<file path="src/rtl/pio_pkg.sv">
// Shared types and helpers for the PIO cycle timing engine.
// Assumes: PIO mode codes 0..4 are meaningful; higher codes use the fastest hold.
package pio_pkg;

    // Phases of one bus access
    typedef enum logic [2:0] {
        ST_IDLE    = 3'd0,
        ST_SETUP   = 3'd1,
        ST_ACTIVE  = 3'd2,
        ST_WAITRDY = 3'd3,
        ST_RECOVER = 3'd4
    } pio_state_t;

    // Write-data hold ticks after the write strobe rises, by PIO mode
    function automatic logic [1:0] hold_for_mode(input logic [2:0] mode);
        logic [1:0] h;
        case (mode)
            3'd0:       h = 2'd3;
            3'd1, 3'd2: h = 2'd2;
            default:    h = 2'd1;
        endcase
        return h;
    endfunction

endpackage

</file>
<file path="src/rtl/pio_req_latch.sv">
// Captures the request and the matching timing set at acceptance.
// Assumes: 'accept' is high only in the idle phase; values are held until the next accept.
module pio_req_latch #(
    parameter int DW = 16,
    parameter int TW = 8,
    localparam int AW = TW + 1
) (
    input  logic          clk,
    input  logic          rst_n,
    input  logic          accept,
    input  logic          req_write,
    input  logic          req_reg,
    input  logic [4:0]    req_sel,
    input  logic [DW-1:0] req_wdata,
    input  logic [TW-1:0] cfg_cyc8,
    input  logic [TW-1:0] cfg_act8,
    input  logic [TW-1:0] cfg_rec8,
    input  logic [TW-1:0] cfg_cyc16,
    input  logic [TW-1:0] cfg_act16,
    input  logic [TW-1:0] cfg_rec16,
    input  logic [2:0]    cfg_pio_mode,
    input  logic          cfg_rdy_en,
    output logic          lat_write,
    output logic [4:0]    lat_sel,
    output logic [DW-1:0] lat_wdata,
    output logic [TW-1:0] lat_cyc,
    output logic [AW-1:0] lat_act,
    output logic [TW-1:0] lat_rec,
    output logic [1:0]    lat_hold,
    output logic          lat_rdy_en
);
    import pio_pkg::*;

    logic [TW-1:0] act_pick;
    logic [AW-1:0] act_eff;

    // Pick the active count of the selected set and clamp it to at least one tick
    always_comb begin
        act_pick = req_reg ? cfg_act8 : cfg_act16;
        act_eff  = (act_pick == '0) ? AW'(1) : {1'b0, act_pick};
    end

    // Hold request fields and timing values for the whole access
    always_ff @(posedge clk) begin
        if (!rst_n) begin
            lat_write  <= 1'b0;
            lat_sel    <= 5'b00011;
            lat_wdata  <= '0;
            lat_cyc    <= '0;
            lat_act    <= AW'(1);
            lat_rec    <= '0;
            lat_hold   <= 2'd1;
            lat_rdy_en <= 1'b0;
        end else if (accept) begin
            lat_write  <= req_write;
            lat_sel    <= req_sel;
            lat_wdata  <= req_wdata;
            lat_cyc    <= req_reg ? cfg_cyc8 : cfg_cyc16;
            lat_act    <= act_eff;
            lat_rec    <= req_reg ? cfg_rec8 : cfg_rec16;
            lat_hold   <= hold_for_mode(cfg_pio_mode);
            lat_rdy_en <= cfg_rdy_en;
        end
    end

endmodule

</file>
<file path="src/rtl/pio_recovery_calc.sv">
// Computes the recovery length from the cycle, the active time spent and the
// minimum recovery, raised to the write hold for writes.
// Assumes: act_final is the total strobe-low tick count including any stretch.
module pio_recovery_calc #(
    parameter int TW = 8,
    localparam int AW = TW + 1
) (
    input  logic [TW-1:0] cyc,
    input  logic [AW-1:0] act_final,
    input  logic [TW-1:0] rec,
    input  logic [1:0]    hold,
    input  logic          is_write,
    output logic [AW-1:0] rec_len
);
    logic [AW-1:0] cyc_x;
    logic [AW-1:0] rec_x;
    logic [AW-1:0] hold_x;
    logic [AW-1:0] remain;
    logic [AW-1:0] rule_len;
    logic          gap_wins;

    // Choose the longer of the remaining cycle time and the minimum recovery
    always_comb begin
        cyc_x    = {1'b0, cyc};
        rec_x    = {1'b0, rec};
        hold_x   = AW'(hold);
        remain   = cyc_x - act_final;
        gap_wins = (cyc_x > act_final) && (remain > rec_x);
        rule_len = gap_wins ? remain : rec_x;
        rec_len  = (is_write && (hold_x > rule_len)) ? hold_x : rule_len;
    end

endmodule

</file>
<file path="src/rtl/pio_bus_drive.sv">
// Decodes the bus pins from the current phase and the captured request.
// Assumes: phase registers are the only state; outputs follow them directly.
module pio_bus_drive #(
    parameter int DW = 16
) (
    input  pio_pkg::pio_state_t state,
    input  logic                lat_write,
    input  logic [4:0]          lat_sel,
    input  logic [DW-1:0]       lat_wdata,
    input  logic [1:0]          hold_cnt,
    output logic                cs_blk0_n,
    output logic                cs_blk1_n,
    output logic [2:0]          bus_addr,
    output logic                rd_stb_n,
    output logic                wr_stb_n,
    output logic [DW-1:0]       bus_dout,
    output logic                bus_doe
);
    import pio_pkg::*;

    logic engaged;
    logic strobe_on;

    // Translate phase and select code into chip selects, address, strobes and data enable
    always_comb begin
        engaged   = (state != ST_IDLE);
        strobe_on = (state == ST_ACTIVE) || (state == ST_WAITRDY);
        cs_blk0_n = engaged ? lat_sel[0] : 1'b1;
        cs_blk1_n = engaged ? lat_sel[1] : 1'b1;
        bus_addr  = engaged ? lat_sel[4:2] : 3'd0;
        rd_stb_n  = !(strobe_on && !lat_write);
        wr_stb_n  = !(strobe_on && lat_write);
        bus_dout  = lat_wdata;
        bus_doe   = lat_write &&
                    (strobe_on || ((state == ST_RECOVER) && (hold_cnt != 2'd0)));
    end

endmodule

</file>
<file path="src/rtl/pio_cycle_engine.sv">
// Top of the PIO cycle timing engine: sequences setup, active, optional
// ready stretch and recovery for one register or data access per request.
// Assumes: 'tick' is a single-cycle enable from a shared timebase; timing
// inputs are only meaningful at acceptance.
module pio_cycle_engine #(
    parameter int DW        = 16,
    parameter int TW        = 8,
    parameter int RDY_LIMIT = 51
) (
    input  logic          clk,
    input  logic          rst_n,
    input  logic          tick,
    input  logic          req_valid,
    input  logic          req_write,
    input  logic          req_reg,
    input  logic [4:0]    req_sel,
    input  logic [DW-1:0] req_wdata,
    input  logic [TW-1:0] cfg_setup,
    input  logic [TW-1:0] cfg_cyc8,
    input  logic [TW-1:0] cfg_act8,
    input  logic [TW-1:0] cfg_rec8,
    input  logic [TW-1:0] cfg_cyc16,
    input  logic [TW-1:0] cfg_act16,
    input  logic [TW-1:0] cfg_rec16,
    input  logic [2:0]    cfg_pio_mode,
    input  logic          cfg_rdy_en,
    input  logic          dev_ready,
    input  logic [DW-1:0] bus_din,
    output logic          busy,
    output logic          done,
    output logic [DW-1:0] rdata,
    output logic          cs_blk0_n,
    output logic          cs_blk1_n,
    output logic [2:0]    bus_addr,
    output logic          rd_stb_n,
    output logic          wr_stb_n,
    output logic [DW-1:0] bus_dout,
    output logic          bus_doe
);
    import pio_pkg::*;

    localparam int AW = TW + 1;
    localparam logic [AW-1:0] LIM = AW'(RDY_LIMIT);
    localparam logic [AW-1:0] ONE = AW'(1);

    pio_state_t    state;
    logic [AW-1:0] cnt;
    logic [AW-1:0] act_tot;
    logic [1:0]    hold_cnt;

    logic          accept;
    logic          lat_write;
    logic [4:0]    lat_sel;
    logic [DW-1:0] lat_wdata;
    logic [TW-1:0] lat_cyc;
    logic [AW-1:0] lat_act;
    logic [TW-1:0] lat_rec;
    logic [1:0]    lat_hold;
    logic          lat_rdy_en;

    logic          cnt_last;
    logic          stretch_go;
    logic          rdy_exit;
    logic          release_now;
    logic [AW-1:0] act_final;
    logic [AW-1:0] rec_len;

    // Accept a request only when idle
    always_comb accept = (state == ST_IDLE) && req_valid;

    pio_req_latch #(.DW(DW), .TW(TW)) u_latch (
        .clk          (clk),
        .rst_n        (rst_n),
        .accept       (accept),
        .req_write    (req_write),
        .req_reg      (req_reg),
        .req_sel      (req_sel),
        .req_wdata    (req_wdata),
        .cfg_cyc8     (cfg_cyc8),
        .cfg_act8     (cfg_act8),
        .cfg_rec8     (cfg_rec8),
        .cfg_cyc16    (cfg_cyc16),
        .cfg_act16    (cfg_act16),
        .cfg_rec16    (cfg_rec16),
        .cfg_pio_mode (cfg_pio_mode),
        .cfg_rdy_en   (cfg_rdy_en),
        .lat_write    (lat_write),
        .lat_sel      (lat_sel),
        .lat_wdata    (lat_wdata),
        .lat_cyc      (lat_cyc),
        .lat_act      (lat_act),
        .lat_rec      (lat_rec),
        .lat_hold     (lat_hold),
        .lat_rdy_en   (lat_rdy_en)
    );

    // Phase-end and strobe-release decisions for the current tick
    always_comb begin
        cnt_last    = (cnt <= ONE);
        stretch_go  = lat_rdy_en && !dev_ready && (act_tot < LIM);
        rdy_exit    = dev_ready || ((act_tot + ONE) >= LIM);
        release_now = tick &&
                      (((state == ST_ACTIVE) && cnt_last && !stretch_go) ||
                       ((state == ST_WAITRDY) && rdy_exit));
        act_final   = (state == ST_WAITRDY) ? (act_tot + ONE) : act_tot;
    end

    pio_recovery_calc #(.TW(TW)) u_recov (
        .cyc       (lat_cyc),
        .act_final (act_final),
        .rec       (lat_rec),
        .hold      (lat_hold),
        .is_write  (lat_write),
        .rec_len   (rec_len)
    );

    // Phase sequencer with a shared down-counter and strobe-time accumulator
    always_ff @(posedge clk) begin
        if (!rst_n) begin
            state    <= ST_IDLE;
            cnt      <= '0;
            act_tot  <= '0;
            hold_cnt <= 2'd0;
            done     <= 1'b0;
            rdata    <= '0;
        end else begin
            done <= 1'b0;
            if (release_now) begin
                state    <= ST_RECOVER;
                cnt      <= rec_len;
                act_tot  <= act_final;
                hold_cnt <= lat_write ? lat_hold : 2'd0;
                if (!lat_write) begin
                    rdata <= bus_din;
                end
            end else begin
                case (state)
                    ST_IDLE: begin
                        if (accept) begin
                            state <= ST_SETUP;
                            cnt   <= {1'b0, cfg_setup};
                        end
                    end
                    ST_SETUP: begin
                        if (tick) begin
                            if (cnt_last) begin
                                state   <= ST_ACTIVE;
                                cnt     <= lat_act;
                                act_tot <= lat_act;
                            end else begin
                                cnt <= cnt - ONE;
                            end
                        end
                    end
                    ST_ACTIVE: begin
                        if (tick) begin
                            if (cnt_last) begin
                                state <= ST_WAITRDY;
                            end else begin
                                cnt <= cnt - ONE;
                            end
                        end
                    end
                    ST_WAITRDY: begin
                        if (tick) begin
                            act_tot <= act_tot + ONE;
                        end
                    end
                    ST_RECOVER: begin
                        if (tick) begin
                            if (hold_cnt != 2'd0) begin
                                hold_cnt <= hold_cnt - 2'd1;
                            end
                            if (cnt_last) begin
                                state <= ST_IDLE;
                                done  <= 1'b1;
                            end else begin
                                cnt <= cnt - ONE;
                            end
                        end
                    end
                    default: state <= ST_IDLE;
                endcase
            end
        end
    end

    // Busy covers every phase except idle
    always_comb busy = (state != ST_IDLE);

    pio_bus_drive #(.DW(DW)) u_drive (
        .state     (state),
        .lat_write (lat_write),
        .lat_sel   (lat_sel),
        .lat_wdata (lat_wdata),
        .hold_cnt  (hold_cnt),
        .cs_blk0_n (cs_blk0_n),
        .cs_blk1_n (cs_blk1_n),
        .bus_addr  (bus_addr),
        .rd_stb_n  (rd_stb_n),
        .wr_stb_n  (wr_stb_n),
        .bus_dout  (bus_dout),
        .bus_doe   (bus_doe)
    );

endmodule

</file>
<file path="config.mk">
export PLATFORM = sky130hd
export DESIGN_NAME = pio_cycle_engine
export DESIGN_NICKNAME = d
export VERILOG_FILES = /design/src/rtl/pio_pkg.sv /design/src/rtl/pio_req_latch.sv /design/src/rtl/pio_recovery_calc.sv /design/src/rtl/pio_bus_drive.sv /design/src/rtl/pio_cycle_engine.sv
export SDC_FILE = /design/constraint.sdc
export NUM_CORES = 1
export LEC_CHECK = 0
export ABC_CLOCK_PERIOD_IN_PS = 7700
export CAP_MARGIN = 40
export CORE_MARGIN = 4
export CORE_UTILIZATION = 52
export CTS_BUF_LIST = sky130_fd_sc_hd__clkbuf_2 sky130_fd_sc_hd__clkbuf_4 sky130_fd_sc_hd__clkbuf_8
export DETAILED_ROUTE_END_ITERATION = 8
export HOLD_SLACK_MARGIN = 0.05
export PLACE_DENSITY = 0.87
export SKIP_LAST_GASP = 1
export SYNTH_ARGS = -nofsm -noshare
export SYNTH_HDL_FRONTEND = slang
export SYNTH_HIERARCHICAL = 1
export SYNTH_SLANG_ARGS = --single-unit
</file>
<file path="constraint.sdc">
create_clock -name clk -period 7.7 [get_ports clk]
set_clock_uncertainty 0.15 [all_clocks]
set_input_delay 2.31 -clock clk [delete_from_list [all_inputs] [get_ports clk]]
set_output_delay 2.31 -clock clk [all_outputs]
set_load 0.03 [all_outputs]
</file>
== After elaboration in Yosys (flattened, before gate mapping) ==
Index checks and enable logic that the tools add are counted.
Storage, ports and cells
  register bits: 90
  input bits: 104
  word-level logic and storage cells: 134
Cells by class
  add/subtract/negate cells: 4
  order comparisons: 6
  eq/ne operators: 24
  muxes and demuxes: 38
  bitwise operators: 5
  reductions and logical operators: 42
Operators by type and width (number)
  $mux 9: 13
  $mux 8: 4
  $mux 3: 9
  $pmux 9 s3: 1
  $ne 3x3->1 const B: 8
  $pmux 9 s2: 1
  $ne 2x2->1 const B: 8
  $reduce_and 8->1: 2
  $pmux 3 s5: 1
  $logic_and 1x1->1: 13
  $mux 2: 5
  $add 9x1->9 const B: 1
  $eq 3x2->1 const B: 3
  $ge 9x6->1 const B: 1
  $gt 2x9->1: 1
  $gt 8x9->1: 1
  $gt 9x8->1: 1
  $le 9x1->1 const B: 1
  $lt 9x6->1 const B: 1
  $sub 8x9->9: 1
  $sub 9x1->9 const B: 1
  $logic_not 8->1: 1
  $reduce_bool 2->1: 4
  $eq 3x1->1 const B: 2
  other kinds (18): 35

== Logic depth before layout (Yosys ltp) ==
Gate-level depths: netlist of the first run.
  word-level depth: 10
  mapped depth: 29
  gate-level depth less buffers: 26

== Cells and area by module ==
The synthesis of the first run kept the hierarchy.
By module, submodules not included
  pio_cycle_engine: instances 1, cells an instance 353, area each 2723.9 µm²
  pio_req_latch: instances 1, cells an instance 200, area each 2150.8 µm²
  pio_recovery_calc: instances 1, cells an instance 147, area each 1019.7 µm²
  pio_bus_drive: instances 1, cells an instance 27, area each 193.9 µm²

== Worst setup path after synthesis of the first run ==
OpenSTA, ideal clock, no wires.
  path kind: register to register
  start: reg state[1]
  end: reg cnt[0]
  library setup time: 132 ps
  data arrival time: 5580 ps
  data required time: 7418 ps
  setup slack: 1838 ps
  cell stages (with the launch flop): 30
  path buffers: 5
  clock period less this slack: 5862 ps
  cell sequence: dfxtp_1 > clkbuf_1 > buf_2 > nand2_1 > clkbuf_1 > nor2_1 > xor2_1 > inv_1 > ha_1 > buf_2 > and3_1 > and2_1 > o31a_1 > nor2_1 > ha_1 > and3_1 > a221o_1 > a32o_1 > and2_1 > buf_6 > mux2_4 > ha_1 > nand2_1 > o211ai_1 > or4_1 > nand2_1 > a22o_1 > o211ai_1 > o21ai_0 > a21oi_1
Between the ends
  word-level cells in the longest chain between the ends: 10
  elaborated cells between the ends (all ways): 29
RTL lines
  from (decl): RTL line pio_cycle_engine.sv:46  | pio_state_t state;
  from (signal assigned): RTL line pio_cycle_engine.sv:120  | state <= ST_IDLE;
  from (signal assigned): RTL line pio_cycle_engine.sv:129  | state <= ST_RECOVER;
  from (signal assigned): RTL line pio_cycle_engine.sv:140  | state <= ST_SETUP;
  $eq 3x2->1 *: RTL line pio_cycle_engine.sv:105  | act_final = (state == ST_WAITRDY) ? (act_tot + ONE) : act_tot;
  $mux 9 *: RTL line pio_cycle_engine.sv:105
  net act_final[4]: RTL line pio_cycle_engine.sv:65  | logic [AW-1:0] act_final;
  $sub 8x9->9: RTL line pio_recovery_calc.sv:27  | remain = cyc_x - act_final;
  $gt 9x8->1: RTL line pio_recovery_calc.sv:28  | gap_wins = (cyc_x > act_final) && (remain > rec_x);
  $logic_and 1x1->1: RTL line pio_recovery_calc.sv:28
  $mux 9 *: RTL line pio_recovery_calc.sv:29  | rule_len = gap_wins ? remain : rec_x;
  $gt 2x9->1: RTL line pio_recovery_calc.sv:30  | rec_len = (is_write && (hold_x > rule_len)) ? hold_x : rule_len;
  $logic_and 1x1->1: RTL line pio_recovery_calc.sv:30
  $mux 9 *: RTL line pio_recovery_calc.sv:30
  net rec_len[0]: RTL line pio_cycle_engine.sv:66  | logic [AW-1:0] rec_len;
  $mux 9 *: RTL line pio_cycle_engine.sv:128  | if (release_now) begin
  to (signal assigned): RTL line pio_cycle_engine.sv:130  | cnt <= rec_len;
  to (signal assigned): RTL line pio_cycle_engine.sv:141  | cnt <= {1'b0, cfg_setup};
  to (signal assigned): RTL line pio_cycle_engine.sv:148  | cnt <= lat_act;
  to (decl): RTL line pio_cycle_engine.sv:47  | logic [AW-1:0] cnt;
The timed path passes the listed nets; every way through them passes the cells marked *.
A chain may end at the register's enable or synchronous reset.

== Worst setup path in the final report of the first run ==
  start: reg state[0]
  end: reg cnt[0]
Same word-level chain as after synthesis.

==> results.sh, run 1 <==
export IMPL_timing_final_crit_share=0.8980
export IMPL_antenna_found_initial=0
export IMPL_detail_route_vias_per_cell=5.899
export IMPL_cp_slowest_cell="sky130_fd_sc_hd__dfxtp_1"
export IMPL_postRouteAntennaNets=0
export IMPL_fillCellCount=954
export IMPL_cp_startpoint_kind="flip-flop"
export IMPL_io_pins=146
export IMPL_area_after_detailed_placement_um2=7377
export IMPL_dpl_hpwl_um=13110
export IMPL_mappedNetlistArea_um2=6088
export IMPL_synth_edff_count=0
export IMPL_clock_insertion_delay_worst_skew_ns=0.38
export IMPL_gr_total_overflow=0
export IMPL_grt_setup_unrepaired="false"
export IMPL_dr_pass1_iters=5
export IMPL_routabilityCongestion=0.9123
export IMPL_placement_rows=39
export IMPL_initial_core_util=0.5332
export IMPL_pwr_cell_area_nw_per_um2=205.9
export IMPL_cts_path_max_buffers=2
export IMPL_post_cts_setup_buffer_count=0
export IMPL_final_setup_tns_ns=0
export IMPL_totalPowerFinal_uw=1561
export IMPL_final_max_slew_violation_count=0
export IMPL_cts_sinks=89
export IMPL_floorplan_die_height_um=116.2
export IMPL_syn_instance_count=727
export IMPL_critical_path_reg2reg_endpoint="cnt[0]$_SDFFE_PN0P_"
export IMPL_cts_resized=0
export IMPL_synth_area_leaders="sky130_fd_sc_hd__dfxtp_1 29%, sky130_fd_sc_hd__mux2i_1 11%, sky130_fd_sc_hd__nand2_1 6.0%"
export IMPL_multi_input_area_um2=3781
export IMPL_finalHoldViolCount=0
export IMPL_timing_final_setup_violations=0
export IMPL_critical_path_peak_fanout=19
export IMPL_via_count_of_the_first_global_routing_pass=5435
export IMPL_startpoint="state[0]$_SDFFE_PP0P_"
export IMPL_clock_fmax_ghz=0.1446
export IMPL_grt_pass1_wl_um=26540
export IMPL_timing_max_cap_violations=0
export IMPL_hold_end="rdata[5]$_SDFFE_PN0P_"
export IMPL_synth_ff_latch_count=89
export IMPL_slew_at_the_pin_closest_to_its_max_slew_limit_ns=0.8759
export IMPL_ys_dominant_reg_cell="sky130_fd_sc_hd__dfxtp_1"
export IMPL_htree_num_levels=3
export IMPL_post_synthesis_net_count=855
export IMPL_grt_max_degree=55
export IMPL_worst_r2r_cell_count=26
export IMPL_required_ns=7.78
export IMPL_areaGrowthSynthToFinish_pct=24.56
export IMPL_hold_buffers=0
export IMPL_regToRegStartpoint="state[0]$_SDFFE_PP0P_"
export IMPL_setup_reg_to_reg_worst_slack_ns=0.79
export IMPL_criticalPathCategory="flip-flop to flip-flop"
export IMPL_drtIter0Drc=517
export IMPL_worst_hold_check_path_type="flip-flop to flip-flop"
export IMPL_fp_dieW_um=116.2
export IMPL_critical_path_endpoint_type="flip-flop"
export IMPL_synth_top_area_cell="sky130_fd_sc_hd__dfxtp_1"
export IMPL_numCtsBuffers=9
export IMPL_port_buffers=145
export IMPL_die_outline_area_um2=13500
export IMPL_yosysTopAreaCellShare=0.2926
export IMPL_whs_path_depth=2
export IMPL_timing_hold_worst_start="rdata[5]$_SDFFE_PN0P_"
export IMPL_sequential_cell_area_um2=1782
export IMPL_worst_setup_hold_path_clk_slew_ns=0.09
export IMPL_run_status="completed"
export IMPL_leakagePower_uw=0.003042
export IMPL_core_area_um2=11420
export IMPL_timing_max_slew_rel_slack=0.4161
export IMPL_clk_root_buffer_cell="sky130_fd_sc_hd__clkbuf_8"
export IMPL_layout_drive_gt1_share=0.05428
export IMPL_synthesis_yosys_warnings=6
export IMPL_largest_stage_delay_worst_path_ns=0.61
export IMPL_final_design_area_no_fill_um2=7584
export IMPL_tritoncts="built"
export IMPL_net_total_in_the_final_layout=952
export IMPL_synth_seq_area_share=0.2926
export IMPL_routedWlPerCell_um=17.41
export IMPL_ys_types=82
export IMPL_globalRouteTotalUtil=0.2452
export IMPL_peak_supply_drop_mv=0.1216
export IMPL_route_detailed_drc=0
export IMPL_min_period_ns=6.915
export IMPL_arrival_ns=7.00
export IMPL_async_flop_share=0
export IMPL_detail_route_wirelength_um=16920
export IMPL_antennaDiodeCount=0
export IMPL_routed_via_count=5734
export IMPL_avgSynthCellArea_um2=8.375
[synth_stat cells (5+ instances only)]
library cell,n
sky130_fd_sc_hd__clkbuf_1,19
sky130_fd_sc_hd__and3_1,8
sky130_fd_sc_hd__o21ai_0,27
sky130_fd_sc_hd__a211oi_1,9
sky130_fd_sc_hd__xnor2_1,14
sky130_fd_sc_hd__mux2i_1,68
sky130_fd_sc_hd__o211a_1,24
sky130_fd_sc_hd__nor3_1,10
sky130_fd_sc_hd__a21oi_1,28
sky130_fd_sc_hd__buf_4,20
sky130_fd_sc_hd__nor3b_1,6
sky130_fd_sc_hd__dfxtp_1,89
sky130_fd_sc_hd__nand4_1,7
sky130_fd_sc_hd__inv_1,37
sky130_fd_sc_hd__ha_1,23
sky130_fd_sc_hd__nor2b_1,30
sky130_fd_sc_hd__buf_6,6
sky130_fd_sc_hd__nand3_1,19
sky130_fd_sc_hd__nor4_1,7
sky130_fd_sc_hd__a31oi_1,5
sky130_fd_sc_hd__nand2_1,97
sky130_fd_sc_hd__nor2_1,35
sky130_fd_sc_hd__o211ai_1,10
sky130_fd_sc_hd__xor2_1,6
sky130_fd_sc_hd__buf_2,17
[cell usage in the layout (no fill, tap or decap), drive strengths merged, types with 5 or more instances in the layout]
cell / netlist / final
nor2b: 30 / 30
clkdlybuf4s50: 0 / 144
ha: 23 / 23
a211oi: 11 / 11
and3: 8 / 8
nand2: 97 / 97
clkbuf: 19 / 10
xnor2: 14 / 14
nor4: 8 / 8
xor2: 6 / 6
nor3: 12 / 12
o21ai: 29 / 29
buf: 44 / 5
mux2i: 68 / 68
nor2: 35 / 35
inv: 37 / 39
o211a: 24 / 24
or2: 5 / 5
o211ai: 10 / 10
a21oi: 29 / 29
nor3b: 6 / 6
dfxtp: 89 / 89
nand3: 19 / 19
a31oi: 5 / 5
nand4: 7 / 7
[power breakdown]
group          total, uW  switching (uW)  internal (uW)
clock                337             179            158
sequential           557            53.3            503
combinational        668             374            294
total               1560             606            955
[area by class of cell]
| cell class | count | area share |
|---|---|---|
| multi-input combinational | 538 | 0.4986 |
| sequential | 89 | 0.2349 |
| timing repair buffer | 149 | 0.1973 |
| tap | 143 | 0.02359 |
| inverter | 37 | 0.01831 |
| clock buffer | 10 | 0.01732 |
| clock inverter | 6 | 0.009899 |
[critical path: cells and delay by family, from the launching register on]
family | cells | cell delay, ns
flip-flops | 1 | 0.61
AO/OA/AOI/OAI | 7 | 1.22
multiplexers | 1 | 0.32
adder cells (fa/ha/maj) | 3 | 0.97
AND/OR/NAND/NOR | 13 | 3.29
XOR/XNOR | 1 | 0.16
buffers and inverters | 1 | 0.06
[kinds of logic after synthesis]
group           count (synthesis)  synth area share
simple gates                  254            0.2108
compound gates                169            0.2129
buf+inv                       100           0.08754
flops                          89            0.2926
mux                            70            0.1161
fa+ha+maj                      24           0.05056
xor+xnor                       20           0.02877
other cells                     1         0.0006159
[routing by layer]
metal,up-vias,GRT usage,share of wire,wire length [um]
li1,2792,-,-,-
met4,0,0.08894,0.022,365
met5,-,0,0,0
met1,2672,0.3342,0.44,7448
met3,28,0.04352,0.074,1248
met2,242,0.3901,0.46,7860
[state kept, by name, summed over array words and instances, names as in the netlist]
name                count
u_latch/lat_rdy_en      1
act_tot                 9
u_latch/lat_cyc         8
u_latch/lat_wdata      16
u_latch/lat_hold        2
rdata                  16
cnt                     9
u_latch/lat_write       1
u_latch/lat_act         8
u_latch/lat_rec         8
hold_cnt                2
state                   3
done                    1
u_latch/lat_sel         5
[how the worst max path moves through the flow]
stage,end,depth (start not counted)
after CTS,cnt[0]$_SDFFE_PN0P_,26
after detailed placement,cnt[0]$_SDFFE_PN0P_,26
after global routing,cnt[0]$_SDFFE_PN0P_,26
after global placement,cnt[0]$_SDFFE_PN0P_,26
final,cnt[0]$_SDFFE_PN0P_,26
after floorplan,cnt[0]$_SDFFE_PN0P_,29
[stage by stage]
step                      cells  worst slack [ns]  utilization  hold slack [ns]
after global routing        972            0.2351       0.6641           0.3295
after detailed placement    956            0.9409       0.6461           0.2984
after CTS                   972            0.9001       0.6641           0.3113
after global placement      955             1.134       0.6437           0.2908
final                       972            0.7854       0.6641           0.3088
after floorplan             727             1.838            -           0.2830
No activity file was read; power rests on OpenSTA's default activity.
==> inputs of run 2 (changes only) <==
- GPL_ROUTABILITY_DRIVEN: not set -> 0
==> run 2 against run 1 <==
Sequential share of layout area about the same; setup slack improved by 0.046 ns; critical path depth unchanged; hold slack improved by 0.0013 ns; sequential power about the same; power fell by 0.51%; register-to-register slack better by 0.05 ns; non-clock buffer count stayed put; final cell count did not move; critical path type unchanged; clock power is essentially flat; global-route usage shrank 0.30 points; combinational power shrank 1%.
==> results.sh, run 2 (synthesized netlist as in run 1, its figures left out) <==
export IMPL_run_status="completed"
export IMPL_top_regs="rdata x16, u_latch/lat_wdata x16"
export IMPL_routedWlPerCell_um=17.10
export IMPL_hold_end="rdata[5]$_SDFFE_PN0P_"
export IMPL_cts_resized=0
export IMPL_initial_core_util=0.5332
export IMPL_most_common_layout_cells="144 x sky130_fd_sc_hd__clkdlybuf4s50_1, 97 x sky130_fd_sc_hd__nand2_1, 89 x sky130_fd_sc_hd__dfxtp_1"
export IMPL_clk_root_buffer_cell="sky130_fd_sc_hd__clkbuf_8"
export IMPL_setup_reg_to_reg_worst_slack_ns=0.83
export IMPL_critical_path_reg2reg_endpoint="cnt[0]$_SDFFE_PN0P_"
export IMPL_final_setup_tns_ns=0
export IMPL_critical_path_endpoint_type="flip-flop"
export IMPL_arrival_ns=6.95
export IMPL_dpl_hpwl_um=12710
export IMPL_gr_total_overflow=0
export IMPL_post_place_cells=956
export IMPL_grt_max_degree=96
export IMPL_cp_slowest_cell="sky130_fd_sc_hd__dfxtp_1"
export IMPL_port_buffers=145
export IMPL_sequential_cell_area_um2=1782
export IMPL_via_count_of_the_first_global_routing_pass=5583
export IMPL_placement_rows=39
export IMPL_cp_num_buf_inv=1
export IMPL_cts_sinks=89
export IMPL_io_pins=146
export IMPL_numCtsBuffers=9
export IMPL_tritoncts="built"
export IMPL_multi_input_area_um2=3781
export IMPL_routed_via_count=5821
export IMPL_route_detailed_drc=0
export IMPL_timing_hold_worst_start="rdata[5]$_SDFFE_PN0P_"
export IMPL_peak_supply_drop_mv=0.1181
export IMPL_fp_dieW_um=116.2
export IMPL_hold_buffers=0
export IMPL_criticalPathCategory="flip-flop to flip-flop"
export IMPL_largest_stage_delay_worst_path_ns=0.60
export IMPL_whs_path_depth=2
export IMPL_htree_num_levels=3
export IMPL_grt_setup_unrepaired="false"
export IMPL_finalHoldViolCount=0
export IMPL_hold_slack_ns=0.3100
export IMPL_drtIter0Drc=678
export IMPL_leakagePower_uw=0.003047
export IMPL_net_total_in_the_final_layout=952
export IMPL_postRouteAntennaNets=0
export IMPL_finish_cell_count_without_fillers=972
export IMPL_cts_path_max_buffers=2
export IMPL_utilization=0.6639
export IMPL_layout_drive_gt1_share=0.05428
export IMPL_required_ns=7.78
export IMPL_floorplan_die_height_um=116.2
export IMPL_globalRouteTotalUtil=0.2422
export IMPL_timing_max_slew_rel_slack=0.4201
export IMPL_antennaDiodeCount=0
export IMPL_path_delay_family="simple AND/OR/NAND/NOR gates"
export IMPL_timing_max_cap_violations=0
export IMPL_layout_commonest_cell="sky130_fd_sc_hd__clkdlybuf4s50_1"
export IMPL_cp_startpoint_kind="flip-flop"
export IMPL_grt_pass1_wl_um=26610
export IMPL_antenna_found_initial=0
export IMPL_dr_pass1_iters=5
export IMPL_die_outline_area_um2=13500
export IMPL_worst_setup_hold_path_clk_slew_ns=0.09
export IMPL_detail_route_vias_per_cell=5.989
export IMPL_regToRegStartpoint="state[0]$_SDFFE_PP0P_"
export IMPL_critical_path_peak_fanout=19
export IMPL_core_area_um2=11420
export IMPL_final_max_slew_violation_count=0
export IMPL_min_period_ns=6.869
export IMPL_timing_final_setup_violations=0
export IMPL_pwr_cell_area_nw_per_um2=204.9
export IMPL_slew_at_the_pin_closest_to_its_max_slew_limit_ns=0.8699
export IMPL_clock_insertion_delay_worst_skew_ns=0.37
export IMPL_areaGrowthSynthToFinish_pct=24.52
export IMPL_worst_r2r_cell_count=26
export IMPL_timing_final_crit_share=0.8920
export IMPL_detail_route_wirelength_um=16620
export IMPL_post_cts_setup_buffer_count=0
export IMPL_fillCellCount=927
export IMPL_worst_hold_check_path_type="flip-flop to flip-flop"
export IMPL_clock_fmax_ghz=0.1456
==> run 2: changes by cell type in the layout (fill, tap and decap cells not counted) <==
cell / previous run / this run
sky130_fd_sc_hd__clkinvlp_4: 1 / 0
sky130_fd_sc_hd__clkbuf_8: 9 / 10
sky130_fd_sc_hd__clkinv_2: 0 / 2
sky130_fd_sc_hd__inv_8: 1 / 0
sky130_fd_sc_hd__clkbuf_4: 1 / 0
==> run 2: area by class of cell <==
cell class | instances | area share
sequential | 89 | 0.2350
inverter | 37 | 0.01832
tap | 143 | 0.02360
clock inverter | 6 | 0.008747
multi-input combinational | 538 | 0.4988
timing repair buffer | 149 | 0.1974
clock buffer | 10 | 0.01815
==> run 2: per-stage QoR <==
step	setup WS, ns	total power (uW)	instance area [um2]
floorplan	1.838	1045	6088
global placement	1.276	1178	7350
detailed placement	0.9903	1211	7377
CTS	0.9506	1548	7581
global route	0.3285	1642	7581
finish	0.8314	1553	7581
==> run 2: worst max-delay path by stage <==
stage / from / end / slack (ns) / depth (start not counted)
2_1_floorplan: state[1]$_SDFFE_PP0P_ / cnt[0]$_SDFFE_PN0P_ / 1.84 / 29
3_5_place_dp: state[0]$_SDFFE_PP0P_ / cnt[0]$_SDFFE_PN0P_ / 0.99 / 26
4_1_cts: state[0]$_SDFFE_PP0P_ / cnt[0]$_SDFFE_PN0P_ / 0.95 / 26
6_report: state[0]$_SDFFE_PP0P_ / cnt[0]$_SDFFE_PN0P_ / 0.83 / 26
3_3_place_gp: state[0]$_SDFFE_PP0P_ / cnt[0]$_SDFFE_PN0P_ / 1.28 / 26
5_1_grt: state[0]$_SDFFE_PP0P_ / cnt[0]$_SDFFE_PN0P_ / 0.33 / 26
==> run 2: per-layer routing <==
layer | share of wire | GRT usage | wire [um]
met1 | 0.41 | 0.3089 | 6752
met3 | 0.096 | 0.05959 | 1590
met4 | 0.030 | 0.09203 | 496
met2 | 0.47 | 0.3966 | 7777
met5 | 0 | 0 | 0
==> run 2: worst reg2reg max path, stage by stage (launching register included) <==
cell and delay (ns):
sky130_fd_sc_hd__dfxtp_1 0.60, sky130_fd_sc_hd__nor2b_1 0.40, sky130_fd_sc_hd__nand2_1 0.42, sky130_fd_sc_hd__nor2_1 0.30
sky130_fd_sc_hd__nand3_1 0.12, sky130_fd_sc_hd__xnor2_1 0.16, sky130_fd_sc_hd__inv_1 0.06, sky130_fd_sc_hd__ha_1 0.40
sky130_fd_sc_hd__and3_1 0.25, sky130_fd_sc_hd__and2_1 0.18, sky130_fd_sc_hd__nor4_1 0.29, sky130_fd_sc_hd__nor2_1 0.12
sky130_fd_sc_hd__ha_1 0.32, sky130_fd_sc_hd__and3_1 0.20, sky130_fd_sc_hd__a221o_1 0.32, sky130_fd_sc_hd__a32o_1 0.36
sky130_fd_sc_hd__and2_1 0.30, sky130_fd_sc_hd__mux2_4 0.33, sky130_fd_sc_hd__ha_1 0.27, sky130_fd_sc_hd__nand2_1 0.06
sky130_fd_sc_hd__o211ai_1 0.13, sky130_fd_sc_hd__or4_1 0.52, sky130_fd_sc_hd__nand2_1 0.09, sky130_fd_sc_hd__a22o_1 0.12
sky130_fd_sc_hd__o211ai_1 0.09, sky130_fd_sc_hd__o21ai_0 0.09, sky130_fd_sc_hd__a21oi_1 0.09
==> run 2: power breakdown <==
part           total [uW]  internal, uW  leakage (uW)  switching, uW
logic                 661           295       0.00221            366
clock network         334           160      0.000107            174
registers             558           503      0.000729           55.1
total                1550           958       0.00305            595
